==> config.mk <==
export PLATFORM = sky130hd
export DESIGN_NAME = tgp_ram_tester
export DESIGN_NICKNAME = d
export VERILOG_FILES = /design/src/rtl/tgp_pkg.sv /design/src/rtl/tgp_sig_unit.sv /design/src/rtl/tgp_addr_walk.sv /design/src/rtl/tgp_ctrl.sv /design/src/rtl/tgp_ram_tester.sv
export SDC_FILE = /design/constraint.sdc
export NUM_CORES = 1
export LEC_CHECK = 0
export CORE_MARGIN = 2
export CORE_UTILIZATION = 62
export DETAILED_ROUTE_END_ITERATION = 8
export HOLD_SLACK_MARGIN = 0.08
export PLACE_DENSITY = 0.83
export SYNTH_ARGS = -nofsm -noshare
export SYNTH_HDL_FRONTEND = slang
export SYNTH_HIERARCHICAL = 1
export SYNTH_SLANG_ARGS = --single-unit
==> constraint.sdc <==
create_clock -name clk -period 4 [get_ports clk]
set_input_delay 0.6 -clock clk [delete_from_list [all_inputs] [get_ports clk]]
set_output_delay 0.6 -clock clk [all_outputs]
set_load 0.005 [all_outputs]
==> src/rtl/tgp_pkg.sv <==
package tgp_pkg;

  typedef enum logic [3:0] {
    ST_IDLE,
    ST_CUT_RD,
    ST_CUT_WT,
    ST_PASS_CHK,
    ST_SIG_RD,
    ST_SIG_WT,
    ST_FOLD,
    ST_BK_RD,
    ST_BK_WT,
    ST_PASS_END,
    ST_INV_WR,
    ST_RESTORE,
    ST_FIN
  } tgp_state_e;

  typedef enum logic [1:0] {
    PASS_REF = 2'd0,
    PASS_INV = 2'd1,
    PASS_RST = 2'd2
  } tgp_pass_e;

  localparam logic [15:0] SIG_POLY = 16'h1021;
  localparam logic [15:0] SIG_SEED = 16'hFFFF;

  // Folds one byte into the running signature, most significant bit first.
  function automatic logic [15:0] sig_fold_byte(input logic [15:0] crc,
                                                input logic [7:0]  b);
    logic [15:0] c;
    logic        fb;
    c = crc;
    for (int i = 7; i >= 0; i--) begin
      fb = c[15] ^ b[i];
      c  = {c[14:0], 1'b0};
      if (fb) c = c ^ SIG_POLY;
    end
    return c;
  endfunction

endpackage

==> src/rtl/tgp_sig_unit.sv <==
module tgp_sig_unit
  import tgp_pkg::*;
#(
  parameter int DW = 8
) (
  input  logic          clk,
  input  logic          rst_n,
  input  logic          clr_i,
  input  logic          load_i,
  input  logic [DW-1:0] word_i,
  input  logic          fold_i,
  input  logic          save_i,
  output logic          last_o,
  output logic          match_o
);
  localparam int NB = DW / 8;
  localparam int CW = (NB > 1) ? $clog2(NB) : 1;

  logic [15:0]   sig_q, sig_d;
  logic [15:0]   ref_q, ref_d;
  logic [DW-1:0] hold_q, hold_d;
  logic [CW-1:0] cnt_q, cnt_d;

  always_comb begin
    sig_d  = sig_q;
    ref_d  = ref_q;
    hold_d = hold_q;
    cnt_d  = cnt_q;
    if (clr_i) begin
      sig_d = SIG_SEED;
    end else if (fold_i) begin
      sig_d = sig_fold_byte(sig_q, hold_q[DW-1 -: 8]);
    end
    if (load_i) begin
      hold_d = word_i;
      cnt_d  = '0;
    end else if (fold_i) begin
      hold_d = hold_q << 8;
      cnt_d  = cnt_q + CW'(1);
    end
    if (save_i) ref_d = sig_q;
  end

  always_ff @(posedge clk or negedge rst_n) begin
    if (!rst_n) begin
      sig_q  <= SIG_SEED;
      ref_q  <= SIG_SEED;
      hold_q <= '0;
      cnt_q  <= '0;
    end else begin
      sig_q  <= sig_d;
      ref_q  <= ref_d;
      hold_q <= hold_d;
      cnt_q  <= cnt_d;
    end
  end

  assign last_o  = (cnt_q == CW'(NB - 1));
  assign match_o = (sig_q == ref_q);


  sig_seed_chk: assert property (@(posedge clk) disable iff (!rst_n)
    clr_i |=> (sig_q == SIG_SEED));

endmodule

==> src/rtl/tgp_addr_walk.sv <==
module tgp_addr_walk #(
  parameter int AW = 6
) (
  input  logic          clk,
  input  logic          rst_n,
  input  logic          start_i,
  input  logic [AW-1:0] lo_i,
  input  logic [AW-1:0] hi_i,
  input  logic          cut_next_i,
  input  logic          oth_first_i,
  input  logic          oth_next_i,
  output logic [AW-1:0] cut_o,
  output logic [AW-1:0] oth_o,
  output logic          cut_last_o,
  output logic          oth_more_o,
  output logic          bad_o
);
  localparam int XW = AW + 1;

  logic [AW-1:0] lo_q, hi_q, cut_q;
  logic [AW-1:0] lo_d, hi_d, cut_d;
  logic [XW-1:0] oth_q, oth_d;
  logic          bad_q, bad_d;
  logic [XW-1:0] oth_first_v, oth_inc, oth_step;

  always_comb begin
    oth_first_v = (lo_q == cut_q) ? ({1'b0, lo_q} + XW'(1)) : {1'b0, lo_q};
    oth_inc     = oth_q + XW'(1);
    oth_step    = (oth_inc == {1'b0, cut_q}) ? (oth_q + XW'(2)) : oth_inc;
  end

  always_comb begin
    lo_d  = lo_q;
    hi_d  = hi_q;
    cut_d = cut_q;
    oth_d = oth_q;
    bad_d = bad_q;
    if (start_i) begin
      lo_d  = lo_i;
      hi_d  = hi_i;
      cut_d = lo_i;
      bad_d = (lo_i > hi_i);
      oth_d = '1;
    end else begin
      if (cut_next_i)  cut_d = cut_q + AW'(1);
      if (oth_first_i) oth_d = oth_first_v;
      else if (oth_next_i) oth_d = oth_step;
    end
  end

  always_ff @(posedge clk or negedge rst_n) begin
    if (!rst_n) begin
      lo_q  <= '0;
      hi_q  <= '0;
      cut_q <= '0;
      oth_q <= '1;
      bad_q <= 1'b0;
    end else begin
      lo_q  <= lo_d;
      hi_q  <= hi_d;
      cut_q <= cut_d;
      oth_q <= oth_d;
      bad_q <= bad_d;
    end
  end

  assign cut_o      = cut_q;
  assign oth_o      = oth_q[AW-1:0];
  assign cut_last_o = (cut_q == hi_q);
  assign oth_more_o = (oth_q <= {1'b0, hi_q});
  assign bad_o      = (lo_i > hi_i);


  oth_excl_chk: assert property (@(posedge clk) disable iff (!rst_n)
    oth_more_o |-> (oth_q[AW-1:0] != cut_q));


  cut_window_chk: assert property (@(posedge clk) disable iff (!rst_n)
    !bad_q |-> ((cut_q >= lo_q) && (cut_q <= hi_q)));

endmodule

==> src/rtl/tgp_ctrl.sv <==
module tgp_ctrl
  import tgp_pkg::*;
#(
  parameter int AW = 6,
  parameter int DW = 8
) (
  input  logic          clk,
  input  logic          rst_n,
  input  logic          start_i,
  input  logic          bad_i,
  input  logic [AW-1:0] cut_i,
  input  logic          cut_last_i,
  input  logic          oth_more_i,
  input  logic          sig_last_i,
  input  logic          sig_match_i,
  input  logic [DW-1:0] rdata_i,
  output logic          walk_start_o,
  output logic          cut_next_o,
  output logic          oth_first_o,
  output logic          oth_next_o,
  output logic          sig_clr_o,
  output logic          sig_load_o,
  output logic          sig_fold_o,
  output logic          sig_save_o,
  output logic          rd_cut_o,
  output logic          rd_oth_o,
  output logic          wr_o,
  output logic [DW-1:0] wdata_o,
  output logic          busy_o,
  output logic          done_o,
  output logic          fail_o,
  output logic [AW-1:0] fail_addr_o
);
  tgp_state_e    state_q, state_d;
  tgp_pass_e     pass_q, pass_d;
  logic [DW-1:0] orig_q, orig_d;
  logic          fail_q, fail_d;
  logic [AW-1:0] faddr_q, faddr_d;
  logic          inv_pend_q;

  always_comb begin
    state_d      = state_q;
    pass_d       = pass_q;
    orig_d       = orig_q;
    fail_d       = fail_q;
    faddr_d      = faddr_q;
    walk_start_o = 1'b0;
    cut_next_o   = 1'b0;
    oth_first_o  = 1'b0;
    oth_next_o   = 1'b0;
    sig_clr_o    = 1'b0;
    sig_load_o   = 1'b0;
    sig_fold_o   = 1'b0;
    sig_save_o   = 1'b0;
    rd_cut_o     = 1'b0;
    rd_oth_o     = 1'b0;
    wr_o         = 1'b0;
    wdata_o      = orig_q;
    unique case (state_q)
      ST_IDLE: begin
        if (start_i) begin
          walk_start_o = 1'b1;
          fail_d       = 1'b0;
          faddr_d      = '0;
          state_d      = bad_i ? ST_FIN : ST_CUT_RD;
        end
      end
      ST_CUT_RD: begin
        rd_cut_o = 1'b1;
        state_d  = ST_CUT_WT;
      end
      ST_CUT_WT: begin
        orig_d      = rdata_i;
        pass_d      = PASS_REF;
        sig_clr_o   = 1'b1;
        oth_first_o = 1'b1;
        state_d     = ST_PASS_CHK;
      end
      ST_PASS_CHK: begin
        state_d = oth_more_i ? ST_SIG_RD : ST_PASS_END;
      end
      ST_SIG_RD: begin
        rd_oth_o = 1'b1;
        state_d  = ST_SIG_WT;
      end
      ST_SIG_WT: begin
        sig_load_o = 1'b1;
        state_d    = ST_FOLD;
      end
      ST_FOLD: begin
        sig_fold_o = 1'b1;
        if (sig_last_i) begin
          if (pass_q == PASS_INV) begin
            state_d = ST_BK_RD;
          end else begin
            oth_next_o = 1'b1;
            state_d    = ST_PASS_CHK;
          end
        end
      end
      ST_BK_RD: begin
        rd_cut_o = 1'b1;
        state_d  = ST_BK_WT;
      end
      ST_BK_WT: begin
        if (rdata_i != ~orig_q) begin
          fail_d  = 1'b1;
          faddr_d = cut_i;
          state_d = ST_RESTORE;
        end else begin
          oth_next_o = 1'b1;
          state_d    = ST_PASS_CHK;
        end
      end
      ST_PASS_END: begin
        unique case (pass_q)
          PASS_REF: begin
            sig_save_o = 1'b1;
            state_d    = ST_INV_WR;
          end
          PASS_INV: begin
            if (!sig_match_i) begin
              fail_d  = 1'b1;
              faddr_d = cut_i;
            end
            state_d = ST_RESTORE;
          end
          default: begin
            if (!sig_match_i) begin
              fail_d  = 1'b1;
              faddr_d = cut_i;
              state_d = ST_FIN;
            end else if (cut_last_i) begin
              state_d = ST_FIN;
            end else begin
              cut_next_o = 1'b1;
              state_d    = ST_CUT_RD;
            end
          end
        endcase
      end
      ST_INV_WR: begin
        wr_o        = 1'b1;
        wdata_o     = ~orig_q;
        pass_d      = PASS_INV;
        sig_clr_o   = 1'b1;
        oth_first_o = 1'b1;
        state_d     = ST_PASS_CHK;
      end
      ST_RESTORE: begin
        wr_o    = 1'b1;
        wdata_o = orig_q;
        if (fail_q) begin
          state_d = ST_FIN;
        end else begin
          pass_d      = PASS_RST;
          sig_clr_o   = 1'b1;
          oth_first_o = 1'b1;
          state_d     = ST_PASS_CHK;
        end
      end
      ST_FIN: begin
        state_d = ST_IDLE;
      end
      default: begin
        state_d = ST_IDLE;
      end
    endcase
  end

  always_ff @(posedge clk or negedge rst_n) begin
    if (!rst_n) begin
      state_q <= ST_IDLE;
      pass_q  <= PASS_REF;
      orig_q  <= '0;
      fail_q  <= 1'b0;
      faddr_q <= '0;
    end else begin
      state_q <= state_d;
      pass_q  <= pass_d;
      orig_q  <= orig_d;
      fail_q  <= fail_d;
      faddr_q <= faddr_d;
    end
  end

  // Checker state: set by the complementing write, cleared by the restoring one.
  always_ff @(posedge clk or negedge rst_n) begin
    if (!rst_n) begin
      inv_pend_q <= 1'b0;
    end else if (state_q == ST_INV_WR) begin
      inv_pend_q <= 1'b1;
    end else if (state_q == ST_RESTORE) begin
      inv_pend_q <= 1'b0;
    end
  end

  assign busy_o      = (state_q != ST_IDLE) && (state_q != ST_FIN);
  assign done_o      = (state_q == ST_FIN);
  assign fail_o      = fail_q && !busy_o;
  assign fail_addr_o = faddr_q;


  restore_first_chk: assert property (@(posedge clk) disable iff (!rst_n)
    done_o |-> !inv_pend_q);


  done_once_chk: assert property (@(posedge clk) disable iff (!rst_n)
    done_o |=> !done_o);


  fail_hold_chk: assert property (@(posedge clk) disable iff (!rst_n)
    (!busy_o && !done_o && !$past(busy_o) && !$past(start_i)) |-> $stable(fail_o));


  start_ignore_chk: assert property (@(posedge clk) disable iff (!rst_n)
    (busy_o && start_i) |-> !walk_start_o);

endmodule

==> src/rtl/tgp_ram_tester.sv <==
module tgp_ram_tester #(
  parameter int AW = 6,
  parameter int DW = 8
) (
  input  logic          clk,
  input  logic          rst_n,
  input  logic          start_i,
  input  logic [AW-1:0] lo_addr_i,
  input  logic [AW-1:0] hi_addr_i,
  output logic          mem_en_o,
  output logic          mem_we_o,
  output logic [AW-1:0] mem_addr_o,
  output logic [DW-1:0] mem_wdata_o,
  input  logic [DW-1:0] mem_rdata_i,
  output logic          busy_o,
  output logic          done_o,
  output logic          fail_o,
  output logic [AW-1:0] fail_addr_o
);
  logic          walk_start, cut_next, oth_first, oth_next;
  logic          sig_clr, sig_load, sig_fold, sig_save, sig_last, sig_match;
  logic          rd_cut, rd_oth, wr;
  logic [AW-1:0] cut, oth;
  logic          cut_last, oth_more, bad;

  tgp_addr_walk #(.AW(AW)) u_walk (
    .clk        (clk),
    .rst_n      (rst_n),
    .start_i    (walk_start),
    .lo_i       (lo_addr_i),
    .hi_i       (hi_addr_i),
    .cut_next_i (cut_next),
    .oth_first_i(oth_first),
    .oth_next_i (oth_next),
    .cut_o      (cut),
    .oth_o      (oth),
    .cut_last_o (cut_last),
    .oth_more_o (oth_more),
    .bad_o      (bad)
  );

  tgp_sig_unit #(.DW(DW)) u_sig (
    .clk    (clk),
    .rst_n  (rst_n),
    .clr_i  (sig_clr),
    .load_i (sig_load),
    .word_i (mem_rdata_i),
    .fold_i (sig_fold),
    .save_i (sig_save),
    .last_o (sig_last),
    .match_o(sig_match)
  );

  tgp_ctrl #(.AW(AW), .DW(DW)) u_ctrl (
    .clk         (clk),
    .rst_n       (rst_n),
    .start_i     (start_i),
    .bad_i       (bad),
    .cut_i       (cut),
    .cut_last_i  (cut_last),
    .oth_more_i  (oth_more),
    .sig_last_i  (sig_last),
    .sig_match_i (sig_match),
    .rdata_i     (mem_rdata_i),
    .walk_start_o(walk_start),
    .cut_next_o  (cut_next),
    .oth_first_o (oth_first),
    .oth_next_o  (oth_next),
    .sig_clr_o   (sig_clr),
    .sig_load_o  (sig_load),
    .sig_fold_o  (sig_fold),
    .sig_save_o  (sig_save),
    .rd_cut_o    (rd_cut),
    .rd_oth_o    (rd_oth),
    .wr_o        (wr),
    .wdata_o     (mem_wdata_o),
    .busy_o      (busy_o),
    .done_o      (done_o),
    .fail_o      (fail_o),
    .fail_addr_o (fail_addr_o)
  );

  assign mem_en_o   = rd_cut | rd_oth | wr;
  assign mem_we_o   = wr;
  assign mem_addr_o = rd_oth ? oth : cut;

endmodule

* Word-level counts from Yosys, hierarchy flattened
Cells that the tools add are included.
** Operators by class
- Reduce and logical (&&, ||, !) cells :: 19
- Order comparisons :: 2
- Bitwise logic cells :: 19
- Muxes and demuxes :: 79
- Equal/unequal tests :: 25
- $add $sub $neg :: 5
** Operator list (number)
- 2-to-1 mux 16 bit :: 16
- 2-to-1 mux 13 bit :: 8
- one-hot mux 4 bit (11 select lines) :: 1
- 2-to-1 mux 6 bit :: 7
- 2-to-1 mux 7 bit :: 5
- 2-to-1 mux 4 bit :: 8
- 2-to-1 mux 8 bit :: 3
- inverter 3 bit :: 8
- 2-to-1 mux 1 bit :: 23
- == test 4 bit, second input constant :: 5
- one-hot mux 6 bit (3 select lines) :: 1
- == test 16 bit :: 1
- == test 4 x 3 -> 1 bit, second input constant :: 4
- == test 6 bit :: 2
- != test 2 bit, second input constant :: 5
- nonzero test 3 bit :: 3
- == test 4 x 2 -> 1 bit, second input constant :: 2
- != test 8 bit :: 1
- inverter 8 bit :: 1
- one-hot mux 4 bit (2 select lines) :: 1
- OR reduction 2 bit :: 4
- XOR 1 bit :: 8
- adder 6 x 1 -> 7 bit, second input constant :: 1
- adder 7 x 1 -> 7 bit, second input constant :: 1
- other kinds (24) :: 30
** Word-level totals
- Word-level logic and storage cells :: 162
- Register bits after elaboration :: 87
- Output and inout port bits :: 25

* Longest topological paths before layout
Gate-level depths: netlist (run 1).
- Depth in word-level cells :: 32
- Mapped depth :: 12

* Hierarchy
The synthesis (run 1) kept the hierarchy.
** By module, submodules not included
- tgp_sig_unit :: sequential area each 1066.0 um2, area each 2208.4 um2, cells each 175, times used 1
- tgp_addr_walk :: sequential area each 634.4 um2, area each 2080.7 um2, cells each 246, times used 1
- tgp_ctrl :: sequential area each 525.5 um2, area each 1472.7 um2, cells each 154, times used 1
- tgp_ram_tester :: sequential area each 0.0 um2, area each 85.1 um2, cells each 8, times used 1

* Worst setup path after synthesis (run 1)
OpenSTA, ideal clock, no wires.
- Kind :: input to register
- From :: in hi_addr_i[1]
- To :: reg u_ctrl.state_q[3]
- Required time :: 3.922 ns
- Data arrival time :: 2.378 ns
- Stages on the path :: 12
- Slack :: 1.544 ns
- Path through :: inv_1 ha_1 nor2b_1 o21a_1 o21a_1 o21a_1 o21ai_0 a32oi_1 or4b_1 a21oi_1 o21ba_2 a21oi_1
** On the way
- Word-level cells in the longest chain between the ends :: 4
** RTL lines
- start, declared :: line tgp_ram_tester.sv:9 : input logic [AW-1:0] hi_addr_i,
- greater-than comparator 6 bit
- named net bad :: line tgp_ram_tester.sv:24 : logic cut_last, oth_more, bad;
- 2-to-1 mux 4 bit :: line tgp_ctrl.sv:65 : state_d = bad_i ? ST_FIN : ST_CUT_RD;
- 2-to-1 mux 4 bit :: line tgp_ctrl.sv:61 : if (start_i) begin
- one-hot mux 4 bit (11 select lines) :: line tgp_ctrl.sv:59 : unique case (state_q)
- end signal, assigned :: line tgp_ctrl.sv:179 : state_q <= state_d;
- end, declared :: line tgp_ctrl.sv:34 : tgp_state_e state_q, state_d;
The timed path passes the listed nets, and every way through them passes these cells. The select of a mux whose other input is x is not followed.
A chain may end at the register's enable or synchronous reset.

* Worst setup path after layout (run 1)
- From :: reg u_ctrl.state_q[3]
- To :: out mem_wdata_o[0]
** On the way
- Word-level cells in the longest chain between the ends :: 2
** RTL lines
- == test 4 bit
- 2-to-1 mux 8 bit :: line tgp_ctrl.sv:59
- end, declared :: line tgp_ram_tester.sv:13 : output logic [DW-1:0] mem_wdata_o,
No other way between the ends.

==> results_dict.tcl, run 1 <==
set metrics [dict create \
    postRouteAntennaNets 0 \
    maxSlewViolCount 0 \
    multiInputGateArea_um2 3300 \
    grt_max_degree 69 \
    cts.sinks 87 \
    drt-initial-drc-count 315 \
    synthFlopType "dfrtp_1" \
    holdBufCountCts 0 \
    regToRegStartpoint "u_sig/sig_q[15]$_DFFE_PN1P_" \
    r2r_end "u_walk/cut_o[5]$_DFFE_PN0P_" \
    insertion_delay_ps 350 \
    grt_usage_pct 27.4 \
    netlist_area_um2 5850 \
    hold_viol_final 0 \
    sequentialPowerShare_pct 35.8 \
    vias 4437 \
    wl_per_cell_um 18.1 \
    critPathCaptureType "output pin" \
    critPathArrivalTime_ps 2590 \
    coreArea_um2 9200 \
    drv_cap 0 \
    remaining_drc_errors 0 \
    synth_edf_count 0 \
    start_kind "flip-flop" \
    fin_ws_ps 811 \
    start_util_pct 63.6 \
    register_area_um2 2230 \
    io_buffers 47 \
    yosys_warnings 6 \
    outcome "completed" \
    dieArea_um2 10200 \
    post-place-ws_ps 861 \
    required_ps 3400 \
    max-slew-margin-rel_pct 43.8 \
    rows 35 \
    setup_tns_ps 0 \
    post_cts_resized 0 \
    root_buffer "clkbuf_8" \
    ys_ff_latch 87 \
    fin_skew_ps 12.0 \
    mostFrequentLayoutCells "xnor2_1, dfrtp_1, clkdlybuf4s50_1" \
    area_delta_synth_final_pct 11.4 \
    syn_nets 622 \
    h-tree-depth 3 \
    r2r_cells 9 \
    p_leak_nw 2.60 \
    synth_area_per_cell_um2 10.0 \
    fillCellCount 653 \
    grt_overflow_total 0 \
    synthCells 583 \
    io_pins 48 \
    p_comb_share_pct 52.9 \
    hold-worst-slack_ps 322 \
    r2r_slack_ps 820 \
    diodes 0 \
    hold_path.class "in -> async" \
    grt_setup_unrepaired "false" \
    antenna_found_initial 0 \
    synth_cell_types 77 \
    setup_viol 0 \
    critical_path_class "reg -> out" \
    async_reset_ff_share_pct 100 \
    cts_buffers 9 \
    cp_slowest_cell "dfrtp_1" \
    clk_pin_slew_ps 90 \
    first_global_vias 4398 \
    routabilityCongestion 0.911 \
    ir_drop_mv 0.527 \
    grt_pass1_wl_um 21900 \
    final_layout_size_suffix_gt1_share_pct 20.0 \
    dp_hpwl_um 9520 \
    p_per_area_nw_per_um2 899 \
    ys_seq_area_share_pct 38.1 \
    fin_crit_sh_pct 79.7 \
    cts_tree "built" \
    postCtsSetupBuffers 0 \
    path_cells "nand2b_1 > nor2_2 > xor2_1 > clkdlybuf4s50_1" \
    path_max_fanout 20 \
    internal-power_mw 3.45 \
    routed_wl_um 13100 \
    clock.fmax_mhz 314 \
    final_common_cell "xnor2_1" \
    slowest_delay_ps 720 \
    viasPerCell 6.11 \
    power_frac_clock_pct 11.3 \
    swShare_pct 41.1 \
    worstMarginPinSlew_ps 840 \
    die-width_um 101 \
    cts_buffer_depth 2 \
    nets 649 \
    fin_crit_ps 3190 \
    dieHeight_um 101 \
    p_switching_mw 2.40 \
    drt_pre_antenna_iters 5 \
]
==> critical path, delay by kind of cell, from the launching register on <==
family / cells / cell delay (ps)
xor gates and xnor gates: 1 / 210
buffers and inverters: 1 / 530
DFF: 1 / 720
and+or+nand+nor: 2 / 780
==> Yosys cell counts, drive strengths merged (11+ instances only) <==
cell,number,area (um^2)
dfstp,39,1020
ha,16,200
nand3,11,55.1
clkbuf,14,52.6
inv,34,128
o21ai,37,185
dfrtp,48,1200
nor2b,16,100
a21oi,23,119
nand4,12,75.1
xnor2,59,551
nor2,23,88.8
nor3,20,116
xor2,21,191
buf,23,156
mux2,32,364
nand2,42,160
nand2b,18,120
==> routing by layer <==
metal / part of all wire [%] / routed length (um) / vias up / track usage [%]
met4: 1.1 / 148 / 0 / 7.69
met5: 0 / 0 / - / 0
li1: - / - / 2072 / -
met3: 6.1 / 805 / 16 / 4.30
met1: 43 / 5640 / 2175 / 38.3
met2: 50 / 6520 / 174 / 44.7
==> layout make-up <==
class	instances	share of cell area, %
timing repair buffer	53	7.88
sequential	87	34.2
inverter	34	1.96
clock buffer	10	2.11
clock inverter	6	1.13
tap	111	2.13
multi-input combinational	425	50.6
==> cell families after synthesis <==
| group | share of synthesized area (%) |
|---|---|
| multiplexers | 7.77 |
| adder cells (fa/ha/maj) | 3.42 |
| AND/OR/NAND/NOR | 16.5 |
| buffers and inverters | 5.76 |
| AO/OA/AOI/OAI | 12.3 |
| flip-flops | 38.1 |
| XOR/XNOR | 16.2 |
==> power by group through the flow <==
stage | Clock [mW] | Combinational, mW | Sequential [mW]
3_5_place_dp | 0 | 3.06 | 2.09
5_1_grt | 0.711 | 3.39 | 2.17
2_1_floorplan | 0 | 2.54 | 1.79
6_report | 0.661 | 3.10 | 2.09
4_1_cts | 0.673 | 3.09 | 2.08
3_3_place_gp | 0 | 2.93 | 2.06
==> through the flow <==
stage	cells	util (%)	instance area [um^2]	power, mW
final	726	70.8	6510	5.85
after global routing	726	70.8	6510	6.27
after CTS	726	70.8	6510	5.84
after detailed placement	710	68.5	6300	5.15
after global placement	710	68.5	6300	4.99
after floorplan	583	-	5850	4.33
==> how the worst max path moves through the flow <==
stage                                              from                       endpoint  cells after the start
after floorplan                            hi_addr_i[1]  u_ctrl/state_q[3]$_DFFE_PN0P_                     12
after global placement                     hi_addr_i[1]  u_ctrl/state_q[3]$_DFFE_PN0P_                     13
after detailed placement                   hi_addr_i[1]  u_ctrl/state_q[3]$_DFFE_PN0P_                     13
after CTS                 u_ctrl/state_q[3]$_DFFE_PN0P_                 mem_wdata_o[0]                      4
after global routing      u_ctrl/state_q[3]$_DFFE_PN0P_                 mem_wdata_o[7]                      4
final                     u_ctrl/state_q[3]$_DFFE_PN0P_                 mem_wdata_o[0]                      4
==> flip-flops by register name, indices dropped and copies added (netlist names), 2 cells and up <==
register	cells
u_sig/sig_q	16
u_ctrl/fail_addr_o	6
u_walk/oth_q	7
u_ctrl/state_q	4
u_walk/hi_q	6
u_walk/lo_q	6
u_sig/hold_q	8
u_ctrl/pass_q	2
u_walk/cut_o	6
u_sig/ref_q	16
u_ctrl/orig_q	8
Power figures use the tool's default switching activity.
==> inputs of run 2 (changes only) <==
CORE_UTILIZATION = 59   (was 62)
PLACE_DENSITY = 0.8   (was 0.83)
clock period = 3.3 ns   (was 4 ns; I/O delays follow)
==> run 2 against run 1 <==
  * Count of clock-buffer cells in the layout unchanged
  * First-iteration DRC count up 3.5%
  * Power up 20%
  * Critical endpoint is now mem_wdata_o[6]
  * Largest cell class unchanged
==> results_dict.tcl, run 2 (synthesis results as in run 1) <==
set metrics [dict create \
    clock.fmax_mhz 332 \
    fillCellCount 774 \
    slowest_delay_ps 850 \
    critical_path_class "reg -> out" \
    postCtsSetupBuffers 0 \
    start_util_pct 60.4 \
    reg.largest.list "u_sig/ref_q x16, u_sig/sig_q x16" \
    cts.sinks 87 \
    drv_cap 0 \
    r2r_cells 10 \
    use_met1_pct 34.9 \
    h-tree-depth 3 \
    grt_usage_pct 25.3 \
    setup_tns_ps 0 \
    rows 36 \
    dieHeight_um 104 \
    routed_wl_um 13200 \
    grt_use_met2_pct 40.9 \
    remaining_drc_errors 0 \
    clk_pin_slew_ps 90 \
    p_per_area_nw_per_um2 1080 \
    fin_crit_ps 3010 \
    dieArea_um2 10700 \
    grt_setup_unrepaired "false" \
    grt_overflow_total 0 \
    cts_tree "built" \
    wl_per_cell_um 17.6 \
    root_buffer "clkbuf_8" \
    dp_hpwl_um 9390 \
    antenna_found_initial 0 \
    first_global_vias 4403 \
    fin_crit_sh_pct 91.4 \
    ir_drop_mv 0.626 \
    die-width_um 104 \
    grt_max_degree 88 \
    met3_usage_pct 4.28 \
    post_cts_resized 0 \
    final_layout_size_suffix_gt1_share_pct 20.1 \
    p_total_mw 7.05 \
    postRouteAntennaNets 0 \
    maxSlewViolCount 0 \
    vias 4474 \
    setup_viol 0 \
    viasPerCell 5.96 \
    area_delta_synth_final_pct 12.0 \
    grt_pass1_wl_um 22000 \
    path_cells "nand2b_4 > nor2_2 > xor2_1 > clkdlybuf4s50_1" \
    hold_path.class "in -> async" \
    critPathCaptureType "output pin" \
    mostFrequentLayoutCells "xnor2_1, dfrtp_1, clkdlybuf4s50_1" \
    holdBufCountCts 0 \
    r2r_slack_ps 410 \
    grt_busiest_layer "met2" \
    critPathArrivalTime_ps 2520 \
    worstMarginPinSlew_ps 1070 \
    r2r_end "u_walk/cut_o[5]$_DFFE_PN0P_" \
    max-slew-margin-rel_pct 28.6 \
    cts_buffers 9 \
    insertion_delay_ps 360 \
    hold_viol_final 0 \
    drt-initial-drc-count 326 \
    start_kind "flip-flop" \
    coreArea_um2 9680 \
    diodes 0 \
    fin_skew_ps 13.0 \
    p_leak_nw 2.60 \
    final_common_cell "xnor2_1" \
    cp_slowest_cell "dfrtp_1" \
    nets 652 \
    drt_pre_antenna_iters 5 \
    routabilityCongestion 0.855 \
    outcome "completed" \
    hold-worst-slack_ps 327 \
    io_pins 48 \
    regToRegStartpoint "u_sig/sig_q[12]$_DFFE_PN1P_" \
    io_buffers 47 \
    path_max_fanout 22 \
    cts_buffer_depth 2 \
    required_ps 2800 \
]
[run 2: stage by stage]
step	util [%]	std cells	worst slack [ps]	cell area [um^2]
floorplan	-	583	897	5850
global placement	65.6	735	313	6350
detailed placement	65.6	735	92.7	6350
CTS	67.6	751	290	6550
global route	67.6	751	133	6550
finish	67.6	751	285	6550
[run 2: worst max-delay path by stage]
stage	slack (ps)	start	cells after the start	end
final	290	u_ctrl/state_q[1]$_DFFE_PN0P_	4	mem_wdata_o[6]
after global routing	130	u_ctrl/state_q[1]$_DFFE_PN0P_	4	mem_wdata_o[6]
after CTS	290	u_ctrl/state_q[1]$_DFFE_PN0P_	4	mem_wdata_o[6]
after detailed placement	90	hi_addr_i[1]	13	u_ctrl/state_q[3]$_DFFE_PN0P_
after global placement	310	hi_addr_i[1]	13	u_ctrl/state_q[3]$_DFFE_PN0P_
after floorplan	900	u_sig/sig_q[15]$_DFFE_PN1P_	10	u_walk/cut_o[5]$_DFFE_PN0P_
[run 2: routing by layer]
layer,wire [um],up-vias
li1,-,2071
met1,5890,2206
met2,6390,174
met3,682,23
met4,246,0
met5,0,-
[run 2: power breakdown]
part	leakage [nW]	internal [mW]	switching, mW
Clock	0.0909	0.353	0.396
Sequential	1.01	1.73	0.774
Combinational	1.49	2.08	1.72
Total	2.60	4.17	2.89
[run 2: cell type report]
class | instances | area, um^2 | share of cell area [%]
Multi-Input combinational cell | 425 | 3300 | 50.4
Sequential cell | 87 | 2230 | 34.0
Timing Repair Buffer | 56 | 536 | 8.18
Tap cell | 133 | 166 | 2.54
Clock buffer | 10 | 128 | 1.95
Inverter | 34 | 128 | 1.95
Clock inverter | 6 | 66.3 | 1.01
[run 2: worst max-delay path, delay by kind of cell, from the launching register on]
kind                      cells  cell delay [ps]
DFF                           1              850
and+or+nand+nor               2              550
buffers and inverters         1              550
xor gates and xnor gates      1              210
